$ cat config.mk
export PLATFORM = sky130hd
export DESIGN_NAME = even_clock_divider
export DESIGN_NICKNAME = d
export VERILOG_FILES = /design/src/rtl/clkdiv_pkg.sv /design/src/rtl/div_ctrl.sv /design/src/rtl/div_datapath.sv /design/src/rtl/even_clock_divider.sv
export SDC_FILE = /design/constraint.sdc
export NUM_CORES = 1
export LEC_CHECK = 0
export BUFFER_PORTS_ARGS = -buffer_cell sky130_fd_sc_hd__clkbuf_2
export CORE_ASPECT_RATIO = 0.9
export CORE_UTILIZATION = 37
export CTS_CLUSTER_DIAMETER = 200
export CTS_CLUSTER_SIZE = 14
export DETAILED_ROUTE_END_ITERATION = 12
export GPL_TIMING_DRIVEN = 0
export SLEW_MARGIN = 40
export SYNTH_ARGS = -nofsm -noshare
export SYNTH_HDL_FRONTEND = slang
export SYNTH_SLANG_ARGS = --single-unit
$ cat constraint.sdc
create_clock -name clk -period 2.25 [get_ports clk]
set_input_delay 0.3375 -clock clk [delete_from_list [all_inputs] [get_ports clk]]
set_output_delay 0.3375 -clock clk [all_outputs]
set_load 0.02 [all_outputs]
$ cat src/rtl/clkdiv_pkg.sv
package clkdiv_pkg;
  // Strobes from the control half to the datapath half
  typedef struct packed {
    logic clear;   // synchronous clear of all datapath state
    logic toggle;  // modulo counter wrapped: invert the toggle stage
  } divStrobes_t;
endpackage

$ cat src/rtl/div_ctrl.sv
module div_ctrl
  import clkdiv_pkg::*;
#(
  parameter int RATIO_WIDTH = 4
) (
  input  logic                   clk,
  input  logic                   rst,
  input  logic [RATIO_WIDTH-1:0] ratio,
  output divStrobes_t            strobes,
  output logic [RATIO_WIDTH-1:0] activeM
);
  localparam logic [RATIO_WIDTH-1:0] ONE = RATIO_WIDTH'(1);

  logic [RATIO_WIDTH-1:0] modCount;
  logic [RATIO_WIDTH-1:0] safeRatio;
  logic                   wrap;

  // A zero request behaves as a factor of one
  always_comb safeRatio = (ratio == '0) ? ONE : ratio;
  always_comb wrap = (modCount == (activeM - ONE));

  // The factor is sampled only at reset or at a wrap, so a change never
  // truncates or stretches the half-period already in progress.
  always_ff @(posedge clk) begin
    if (rst) begin
      modCount <= '0;
      activeM  <= safeRatio;
    end else if (wrap) begin
      modCount <= '0;
      activeM  <= safeRatio;
    end else begin
      modCount <= modCount + ONE;
    end
  end

  always_comb begin
    strobes.clear  = rst;
    strobes.toggle = wrap & ~rst;
  end
endmodule

$ cat src/rtl/div_datapath.sv
module div_datapath
  import clkdiv_pkg::*;
#(
  parameter int TAP_WIDTH = 4
) (
  input  logic                 clk,
  input  divStrobes_t          strobes,
  output logic [TAP_WIDTH-1:0] taps,
  output logic                 divOut
);
  // carry[k] is high when every tap below k is one
  logic [TAP_WIDTH:0] carry;
  assign carry[0] = 1'b1;

  // The binary counter is a chain of toggle stages
  for (genvar k = 0; k < TAP_WIDTH; k++) begin : g_tapStage
    assign carry[k+1] = carry[k] & taps[k];
    always_ff @(posedge clk) begin
      if (strobes.clear) taps[k] <= 1'b0;
      else               taps[k] <= taps[k] ^ carry[k];
    end
  end

  // Toggle stage driven by the modulo wrap strobe
  always_ff @(posedge clk) begin
    if (strobes.clear) divOut <= 1'b0;
    else               divOut <= divOut ^ strobes.toggle;
  end
endmodule

$ cat src/rtl/even_clock_divider.sv
module even_clock_divider
  import clkdiv_pkg::*;
#(
  parameter int TAP_WIDTH   = 4,
  parameter int RATIO_WIDTH = 4
) (
  input  logic                   clk,
  input  logic                   rst,
  input  logic [RATIO_WIDTH-1:0] ratio,
  output logic [TAP_WIDTH-1:0]   taps,
  output logic                   divOut
);
  divStrobes_t            strobes;
  logic [RATIO_WIDTH-1:0] activeM;

  div_ctrl #(.RATIO_WIDTH(RATIO_WIDTH)) u_ctrl (
    .clk     (clk),
    .rst     (rst),
    .ratio   (ratio),
    .strobes (strobes),
    .activeM (activeM)
  );

  div_datapath #(.TAP_WIDTH(TAP_WIDTH)) u_path (
    .clk     (clk),
    .strobes (strobes),
    .taps    (taps),
    .divOut  (divOut)
  );
endmodule

======== Word-level counts from Yosys, hierarchy flattened ========
Index checks and enable logic that the tools add are counted.
cells by class
  add/sub/neg operators ................... 2
  equality and inequality tests ........... 1
  mux-type cells .......................... 3
  bitwise logic cells ..................... 9
  reduce and logical (&&, ||, !) cells .... 3
operators with widths
  cell                 number
  $mux 4               3
  $add 4x1->4 const B  1
  $eq 4x4->1           1
  $logic_not 4->1      1
  $sub 4x1->4 const B  1
  $xor 1x1->1          4
  $and 1x1->1          3
  $not 1->1            2
  $reduce_bool 2->1    1
  $reduce_or 2->1      1
word-level totals
  register bits after elaboration ......... 13
  input port bits ......................... 6
  output and inout port bits .............. 5
  word-level logic and storage cells ...... 25

======== Longest topological paths before layout ========
Gate-level depths: netlist of the first run.
  depth in word-level cells ............... 4
  mapped depth ............................ 6
  mapped depth without buffers ............ 6

======== Modules after synthesis ========
Synthesis of the first run repeated with hierarchy kept, for this count alone.
unflattened totals
  cell total of the unflattened synthesis .. 49
  area total of the unflattened synthesis .. 584.3 um^2
by module, submodules not included
  module        times used  cells each  area an instance (um^2)  sequential area each (um^2)
  div_ctrl      1           35          417.9                    200.2
  div_datapath  1           14          166.4                    100.1

======== Least setup slack after synthesis of the first run ========
No wires, ideal clock.
  kind .................................... reg2reg
  start ................................... register u_ctrl.activeM[0]
  end ..................................... register u_ctrl.activeM[0] (enable)
  library setup time ...................... 260 ps
  data arrival time ....................... 1462 ps
  required time ........................... 1990 ps
  path slack .............................. 528 ps
  cell stages (with the launch flop) ...... 7
  buffers on the path ..................... 0
  clock period less this slack ............ 1722 ps
  path through ............................ edfxtp_1 inv_1 ha_1 xnor3_1 nand3_1 nor2_1 or2_2
between the ends
  cells in the longest elaborated chain, start to end .. 3
RTL lines
  what                                line            RTL
  from (decl)                         div_ctrl.sv:10  output logic [RATIO_WIDTH-1:0] activeM
  from (signal assigned)              div_ctrl.sv:27  activeM <= safeRatio;
  from (signal assigned)              div_ctrl.sv:30  activeM <= safeRatio;
  $sub 4x1->4                         div_ctrl.sv:20  always_comb wrap = (modCount == (activeM - ONE));
  $eq 4x4->1                          div_ctrl.sv:20
  $reduce_bool 2->1 (no source line)  -
Every way passes these cells.
A chain may end at the register's enable or synchronous reset.

======== Worst setup path after layout of the first run ========
  start ................................... register u_ctrl.activeM[0]
  end ..................................... register u_ctrl.activeM[3] (enable)
Same word-level chain as after synthesis.

==> results of run 1 <==
metal layers:
metal  share of wire, %  GRT usage (%)  vias up
li1                   -              -      211
met1                 51           13.1      169
met2                 46           17.3        7
met3                3.4           6.76        0
met4                  0           4.55        0
met5                  0              0        -
state kept, by name, indices dropped and copies added (netlist names):
signal and flops:
u_ctrl.activeM 4, u_path.taps 4, u_ctrl.modCount 4, u_path.divOut 1
cell usage in the layout, fill, tap and decap left out, drive strengths merged:
cell / count
nor2b: 2
or3: 1
o22ai: 1
nor2: 3
nor3b: 2
or3b: 2
xnor3: 1
or2: 2
xor2: 4
a21oi: 1
inv: 2
xnor2: 3
o21ai: 1
nand2: 1
dfxtp: 9
ha: 4
clkbuf: 18
edfxtp: 4
nand3: 2
nor3: 5
worst max path at each step:
stage / endpoint / depth (start not counted) / slack [ns] / startpoint
final: u_ctrl.activeM[3] / 6 / 0.41 / u_ctrl.activeM[0]
after global routing: u_ctrl.activeM[3] / 6 / 0.32 / u_ctrl.activeM[0]
after CTS: u_ctrl.activeM[2] / 6 / 0.40 / u_ctrl.activeM[0]
after detailed placement: u_ctrl.activeM[2] / 6 / 0.41 / u_ctrl.activeM[0]
after global placement: u_ctrl.activeM[2] / 6 / 0.42 / u_ctrl.activeM[0]
after floorplan: u_ctrl.activeM[0] / 6 / 0.53 / u_ctrl.activeM[0]
area by class of cell:
type                            count  share of cell area [%]
Timing Repair Buffer               10                    7.29
Buffer                              4                    2.19
Sequential cell                    13                    43.7
Tap cell                           15                    2.73
Clock buffer                        4                    3.83
Multi-Input combinational cell     35                    39.2
Inverter                            2                    1.09
kinds of logic after synthesis:
family | after synthesis
and+or+nand+nor | 20
DFF | 13
xor gates and xnor gates | 8
buffers and inverters | 6
adders and majority gates | 4
AOI/OAI and AO/OA | 3
through the flow:
step           hold WS (ns)  worst slack (ns)  instances  area [sq um]  util [%]
6_report              0.332             0.406         83           687      46.9
5_1_grt               0.320             0.324         83           687      46.9
4_1_cts               0.321             0.396         83           687      46.9
3_5_place_dp          0.429             0.412         79           661      45.1
3_3_place_gp          0.422             0.422         79           661      45.1
2_1_floorplan         0.470             0.528         54           592         -
cells in the mapped netlist:
library cell and n:
o22ai_1 1, nor3_1 4, nand3_1 2, ha_1 4, nor3_2 1, edfxtp_1 4
nor3b_1 2, nor2_1 3, a21oi_1 1, xnor3_1 1, clkbuf_1 4, or3_1 1
inv_1 2, nand2_1 1, dfxtp_1 9, xnor2_1 3, nor2b_1 2, xor2_1 4
or3b_2 2, o21ai_0 1, or2_2 2
critical path: cells and delay by family (launching register included):
family | cells | cell delay, ns
buffers and inverters | 1 | 0.06
and+or+nand+nor | 3 | 0.57
adders and majority gates | 1 | 0.23
xor gates and xnor gates | 1 | 0.34
DFF | 1 | 0.41
power by group:
group	total (mW)	internal [mW]	switching (mW)
combinational	0.0962	0.0472	0.0490
sequential	0.282	0.265	0.0173
clock	0.139	0.0686	0.0705
==> metrics.md, run 1 <==
| Metric | Value |
|---|---|
| Status | complete, no violations |
| Ant diodes | 0 |
| Area occupied by multi-input gates | 269 sq um |
| CP Data Arrival Time | 1.86 ns |
| GR Util All Layers | 11.3% |
| Clock sinks | 13 |
| Max clock buf depth | 2 |
| Min-delay worst type | in -> reg |
| Mapped Area | 592 sq um |
| Final hold vios | 0 |
| CP max stage delay | 0.41 ns |
| Final setup viols | 0 |
| Worst R2R End | u_ctrl.activeM[3] |
| Area growth syn-to-layout | 16.1% |
| Mux cell area share after synthesis | 0% |
| Final setup TNS | 0 ns |
| CP max stage cell | edfxtp_1 |
| Global-route wire length before repair | 1350 um |
| CP max FO | 4 |
| Post-synth cell types | 21 |
| CP endpoint kind | flop |
| XOR/XNOR share of the synthesized area | 14.2% |
| Maximum number of pins on one net before global-route repair | 11 |
| CTS HTree Levels | 1 |
| 1st-iter DRT viols | 7 |
| CTS Buf Count | 3 |
| Initial antenna violation count | 0 |
| Core Region | 1460 sq um |
| Top cells by area, synth | dfxtp_1 (30%), edfxtp_1 (20%), ha_1 (8.5%) |
| Vias in the first global route | 340 |
| CTS root buf | clkbuf_4 |
| Share of layout cells above drive strength 1 | 26.5% |
| Crit Path Class | reg -> reg |
| Number of core rows | 13 |
| Synth area leader | dfxtp_1 |
| Remaining antenna violation count after routing | 0 |
| Peak supply drop | 432 uV |
| DIE WIDTH | 44.2 um |
| Period minus WS final | 1.84 ns |
| Post-synth top area share | 30.4% |
| CTS tree | built |
| Post-route DRC violation count | 0 |
| Routability cong. | 0.666 |
| Yosys warning total | 0 |
| Nets | 79 |
| Final number of max-transition violations | 0 |
| Post-synthesis adder-cell area fraction | 8.46% |
| Max Clk Rate | 542 MHz |
| Aggregate routed wire length | 804 um |
| Syn Nets | 64 |
| Pwr/cell area | 753 nW/um^2 |
| Main combinational cell family by area after synthesis | simple AND/OR/NAND/NOR gates |
| HPWL Detailed | 622 um |
| Routed vias | 387 |
| Drt via density | 4.66 |
| Pleak | 0.299 nW |
| Worst R2R Setup Slack | 0.41 ns |
| Startpoint Class | flop |
| R2R depth | 6 |
| Hold Startpoint | ratio[0] |
| Clk_skew | 0.00925 ns |
| Seq/Total Area, Yosys | 50.7% |
| Die Ht | 39.9 um |
| Worst slew margin | 74.0% |
| Sequential cell area | 300 sq um |
| Yosys reg bits | 13 |
| FF-to-FF Start | u_ctrl.activeM[0] |
| Die footprint | 1760 sq um |
| Post-CTS Resized | 0 |
| Pwr Total | 0.517 mW |
| Syn avg cell area | 11.0 sq um |
| WL/cell | 9.69 um |
| Crit path cell chain | inv_1, ha_1, xnor3_1, nand3_1, nor2_1, or2_2 |
| I/O Buffers | 10 |
| Final Cycle Share | 81.9% |
| Measured slew at the worst slew-check pin | 0.390 ns |
| RSZ-0062 raised after global routing | false |
| Post-synthesis compound-gate area fraction | 2.75% |
| Hold-fix buffers, CTS | 0 |
| TritonRoute pass-1 iters | 6 |
| Clk_lat worst skew | 0.27 ns |
| Syn Inst Count | 54 |
| Postcts setup bufs | 0 |
| Initial Utilization | 40.4% |
| Critical Path RT | 2.27 ns |
| Hold Path Sink | u_ctrl.activeM[0] |
| Global route overflow | 0 |
| Layout fillers | 156 |
| Hold Path Depth | 2 |
| Fraction of the mapped netlist area in simple logic gates | 20.1% |
| I/O pin cnt | 11 |
| Clock slew at reported path FFs | 0.07 ns |
| Max cap viols | 0 |
Note: power is estimated with default switching activity, not from simulation.
==> run 2, diff against run 1 <==
- ABC_AREA: not set -> 1
- clock period: 2.25 -> 1.8 ns (I/O delays scaled with it)
==> metrics.md, run 2 <==
| Metric | Value |
|---|---|
| Leading cell type in the layout, fill and taps excluded | nand2_1 |
| CP most frequent cell | nand2_1 |
| Clk_skew | 0.00142 ns |
| Peak supply drop | 537 uV |
| FFs w/ async S/R, synth | 0% |
| Synth Flop Type | dfxtp_1 |
| Reg power frac | 54.0% |
| Maximum number of pins on one net before global-route repair | 9 |
| RSZ-0062 raised after global routing | false |
| Worst hold slack | 0.197 ns |
| Clock slew at reported path FFs | 0.08 ns |
| Status | complete, no violations |
| Drt via density | 4.13 |
| CP max FO | 8 |
| Worst R2R Setup Slack | 0.24 ns |
| Post-CTS Resized | 0 |
| Most frequent cells in the layout | nand2_1 (20), inv_1 (15), nor2_1 (11) |
| CP endpoint kind | flop |
| FF-to-FF Start | u_ctrl.activeM[0] |
| Area growth syn-to-layout | 17.0% |
| Vias in the first global route | 355 |
| Pwr/cell area | 890 nW/um^2 |
| CP max stage cell | edfxtp_1 |
| Clock sinks | 13 |
| CTS Buf Count | 3 |
| Startpoint Class | flop |
| 1st-iter DRT viols | 12 |
| DIE WIDTH | 45.1 um |
| Crit Path Class | reg -> reg |
| Initial Utilization | 41.4% |
| WP buf/inv | 1 |
| HPWL Detailed | 731 um |
| Remaining antenna violation count after routing | 0 |
| Die footprint | 1840 sq um |
| CTS tree | built |
| Crit path cell chain | inv_2, ha_1, nand2_1, nand2_1, nor2_2, nand3_2, nand2_2 |
| Sw frac | 29.4% |
| Max Clk Rate | 640 MHz |
| Mapped Area | 619 sq um |
| CP max stage delay | 0.43 ns |
| Hold-fix buffers, CTS | 0 |
| Initial antenna violation count | 0 |
| Die Ht | 40.8 um |
| Post-synth cell types | 17 |
| Period minus WS final | 1.56 ns |
| Routability cong. | 0.741 |
| Syn Inst Count | 79 |
| Worst slew margin | 87.2% |
| CTS root buf | clkbuf_4 |
| Final setup TNS | 0 ns |
| WL/cell | 8.15 um |
| Top flop regs | u_ctrl.activeM x4, u_ctrl.modCount x4, u_path.taps x4 |
| Critical Path RT | 1.78 ns |
| GR Util All Layers | 13.1% |
| Number of instances in the placed design | 111 |
| TritonRoute pass-1 iters | 4 |
| Worst setup startpoint | u_ctrl.activeM[0] |
| Measured slew at the worst slew-check pin | 0.191 ns |
| Post-synth EDFFs | 4 |
| Routed vias | 475 |
| Top cells by area, synth | dfxtp_1 (29%), edfxtp_1 (19%), nand2_1 (12%) |
| I/O pin cnt | 11 |
| Max cap viols | 0 |
| Synth area leader | dfxtp_1 |
| Global-route wire length before repair | 1510 um |
| CP Data Arrival Time | 1.55 ns |
| Max clock buf depth | 2 |
| Core Region | 1500 sq um |
| Clk pwr share | 28.5% |
| CTS HTree Levels | 1 |
| Delay-heaviest family, CP | simple AND/OR/NAND/NOR gates |
| Worst R2R End | u_ctrl.activeM[3] |
| Pleak | 0.369 nW |
| Postcts setup bufs | 0 |
| P_int | 0.456 mW |
| NetSw | 0.189 mW |
| Final hold vios | 0 |
| Pwr Total | 0.645 mW |
| Post-synth top area share | 29.1% |
| Aggregate routed wire length | 937 um |
| CP Depth | 7 |
| Seq/Total Area, Yosys | 48.5% |
| Global route overflow | 0 |
| Syn avg cell area | 7.84 sq um |
| Number of core rows | 13 |
| Min-delay worst type | in -> reg |
| Ant diodes | 0 |
| Syn Nets | 89 |
| Final setup viols | 0 |
| Yosys reg bits | 13 |
| Synth cell count leaders | nand2_1 (20), inv_1 (15), nor2_1 (11) |
| Final Cycle Share | 86.8% |
| Most frequent cell after synthesis | nand2_1 |
| Post-route DRC violation count | 0 |
| Clk_lat worst skew | 0.28 ns |
| Yosys warning total | 0 |
| I/O Buffers | 10 |
| R2R depth | 7 |
| Nets | 104 |
| Final number of max-transition violations | 0 |
| Final std cells w/o fill | 115 |
| Worst Setup EP | u_ctrl.activeM[3] |
| Gate power share | 17.5% |
| Share of layout cells above drive strength 1 | 20.4% |
[run 2: changes by cell type after synthesis, moves of 2 or more]
| cell | before | now |
|---|---|---|
| nand2_1 | 1 | 20 |
| inv_1 | 2 | 15 |
| nor2_1 | 3 | 11 |
| nor3_1 | 4 | 1 |
| xor2_1 | 4 | 1 |
| nor2b_1 | 2 | 0 |
| nor3b_1 | 2 | 0 |
| or3b_2 | 2 | 0 |
[run 2: worst min path at each step]
stage / start / to / slack, ns / depth (start not counted)
CTS: rst / u_path.taps[2] / 0.19 / 2
floorplan: rst / u_path.taps[1] / 0.34 / 1
finish: rst / u_path.taps[2] / 0.20 / 2
global placement: u_path.taps[0] / u_path.taps[0] / 0.42 / 1
detailed placement: u_path.taps[0] / u_path.taps[0] / 0.43 / 1
global route: rst / u_path.taps[1] / 0.19 / 2
[run 2: per-layer routing]
| layer | global-route usage (%) | up-vias | share of wire (%) |
|---|---|---|---|
| met4 | 11.4 | 0 | 1.6 |
| met1 | 16.5 | 201 | 51 |
| met5 | 0 | - | 0 |
| met3 | 6.61 | 2 | 3.4 |
| met2 | 15.9 | 6 | 44 |
| li1 | - | 266 | - |
[run 2: kinds of logic after synthesis]
group | synth area share (%)
and+or+nand+nor | 27.7
adders and majority gates | 8.08
xor gates and xnor gates | 4.24
buffers and inverters | 11.5
DFF | 48.5
[run 2: layout make-up]
| type | instances | area, sq um |
|---|---|---|
| buffer | 3 | 11.3 |
| clock inverter | 1 | 5.00 |
| sequential | 13 | 300 |
| clock buffer | 3 | 22.5 |
| timing repair buffer | 10 | 50.0 |
| fill | 161 | 772 |
| tap | 22 | 27.5 |
| multi-input combinational | 47 | 248 |
| inverter | 16 | 60.1 |
[run 2: per-stage QoR]
step / instance area (sq um) / setup WS [ns] / utilization [%]
after CTS: 724 / 0.233 / 48.4
after detailed placement: 697 / 0.245 / 46.6
after global placement: 697 / 0.248 / 46.6
after global routing: 724 / 0.113 / 48.4
after floorplan: 619 / 0.362 / -
final: 724 / 0.237 / 48.4
[run 2: power groups by stage]
stage	combinational [mW]	clock, mW	sequential [mW]
floorplan	0.0778	0	0.361
global placement	0.112	0	0.354
detailed placement	0.114	0	0.355
CTS	0.115	0.197	0.348
global route	0.131	0.215	0.353
finish	0.113	0.184	0.348
==> run 3, diff against run 2 <==
- ABC_CLOCK_PERIOD_IN_PS: not set -> 1800
- PLACE_DENSITY_LB_ADDON: not set -> 0.15
- SETUP_SLACK_MARGIN: not set -> 0.1
==> metrics.md, run 3 (same netlist as run 2, synthesis figures left out) <==
| Metric | Value |
|---|---|
| Die Ht | 40.8 um |
| Post-place setup slack | 0.246 ns |
| Core Region | 1500 sq um |
| Period minus WS final | 1.56 ns |
| Area growth syn-to-layout | 16.8% |
| Pleak | 0.367 nW |
| HPWL Detailed | 685 um |
| Clk_skew | 0.00231 ns |
| Drt via density | 4.03 |
| Final Cycle Share | 86.5% |
| Nets | 104 |
| DP Area | 697 sq um |
| GR Util All Layers | 11.4% |
| Startpoint Class | flop |
| Final hold vios | 0 |
| Hold-fix buffers, CTS | 0 |
| CTS HTree Levels | 1 |
| Die footprint | 1840 sq um |
| Worst slew margin | 87.9% |
| Remaining antenna violation count after routing | 0 |
| CTS root buf | clkbuf_4 |
| Measured slew at the worst slew-check pin | 0.181 ns |
| Clock sinks | 13 |
| Pwr/cell area | 874 nW/um^2 |
| Leading cell type in the layout, fill and taps excluded | nand2_1 |
| Final setup TNS | 0 ns |
| CP Data Arrival Time | 1.53 ns |
| CP max FO | 8 |
| Max Clk Rate | 642 MHz |
| Fin area | 723 sq um |
| Routed vias | 463 |
| CP endpoint kind | flop |
| CTS Buf Count | 3 |
| Status | complete, no violations |
| 1st-iter DRT viols | 3 |
| Critical Path RT | 1.77 ns |
| Post-CTS Resized | 0 |
| I/O pin cnt | 11 |
| Final setup viols | 0 |
| Post-route DRC violation count | 0 |
| Share of layout cells above drive strength 1 | 19.4% |
| I/O Buffers | 10 |
| Routability cong. | 0.750 |
| Max clock buf depth | 2 |
| Max cap viols | 0 |
| Maximum number of pins on one net before global-route repair | 9 |
| Clock slew at reported path FFs | 0.08 ns |
| DIE WIDTH | 45.1 um |
| Most frequent cells in the layout | nand2_1 (20), inv_1 (15), nor2_1 (11) |
| Aggregate routed wire length | 860 um |
| Crit Path Class | reg -> reg |
| Ant diodes | 0 |
| Initial antenna violation count | 0 |
| WL/cell | 7.48 um |
| TritonRoute pass-1 iters | 4 |
| Final number of max-transition violations | 0 |
| Top flop regs | u_ctrl.activeM x4, u_ctrl.modCount x4, u_path.taps x4 |
| Initial Utilization | 41.4% |
| Vias in the first global route | 363 |
| Postcts setup bufs | 0 |
| Min-delay worst type | in -> reg |
| Layout fillers | 162 |
| Global route overflow | 0 |
| Peak supply drop | 548 uV |
| Number of core rows | 13 |
| CTS tree | built |
| Clk_lat worst skew | 0.26 ns |
| Global-route wire length before repair | 1410 um |
| RSZ-0062 raised after global routing | false |
| Min setup slack post-route | 0.243 ns |
## run 3: cell types whose count changed in the layout (fill, tap and decap cells not counted)
| cell | previous run | this run |
|---|---|---|
| clkbuf_1 | 3 | 4 |
| clkinv_2 | 1 | 0 |
## run 3: routing by layer
metal,wire length [um],vias up,global-route usage (%)
met5,0,-,0
met4,9,0,6.82
met3,20,2,3.96
met2,374,2,16.7
met1,456,196,14.7
li1,-,263,-
## run 3: path summary, 6_finish.rpt
path	cells past startpoint	start	endpoint	slack, ns
worst max-delay path	8	u_ctrl.activeM[0]	u_ctrl.activeM[3]	0.24
worst min-delay path	2	rst	u_path.taps[1]	0.22
worst min register to register	1	u_path.taps[0]	u_path.taps[0]	0.43
worst max register to register	8	u_ctrl.activeM[0]	u_ctrl.activeM[3]	0.24
## run 3: power breakdown
group          internal, mW  total [mW]  switching [mW]
registers             0.328       0.347          0.0194
clock network        0.0856       0.172          0.0863
logic                0.0451       0.113          0.0674
## run 3: final cells by class
cell class / instances / area [sq um] / share of cell area [%]
inverters: 16 / 60.1 / 8.30
flip-flops and latches: 13 / 300 / 41.5
well taps: 22 / 27.5 / 3.81
clock buffers: 4 / 26.3 / 3.63
repair buffers: 10 / 50.0 / 6.92
multi-input cells: 47 / 248 / 34.3
plain buffers: 3 / 11.3 / 1.56
## run 3: through the flow
| step | hold slack (ns) | cells | util (%) | power (mW) |
|---|---|---|---|---|
| after floorplan | 0.341 | 79 | - | 0.438 |
| after global routing | 0.221 | 115 | 48.3 | 0.680 |
| final | 0.220 | 115 | 48.3 | 0.632 |
| after detailed placement | 0.426 | 111 | 46.6 | 0.468 |
| after CTS | 0.219 | 115 | 48.3 | 0.642 |
| after global placement | 0.420 | 111 | 46.6 | 0.467 |
## run 3: worst max-delay path, stage by stage, from the launching register on
cell	delay (ns)
edfxtp_1	0.39
inv_2	0.06
ha_1	0.30
inv_1	0.04
nand2_1	0.05
nand2_1	0.05
nor2_2	0.11
nand3_2	0.10
nand2_2	0.17
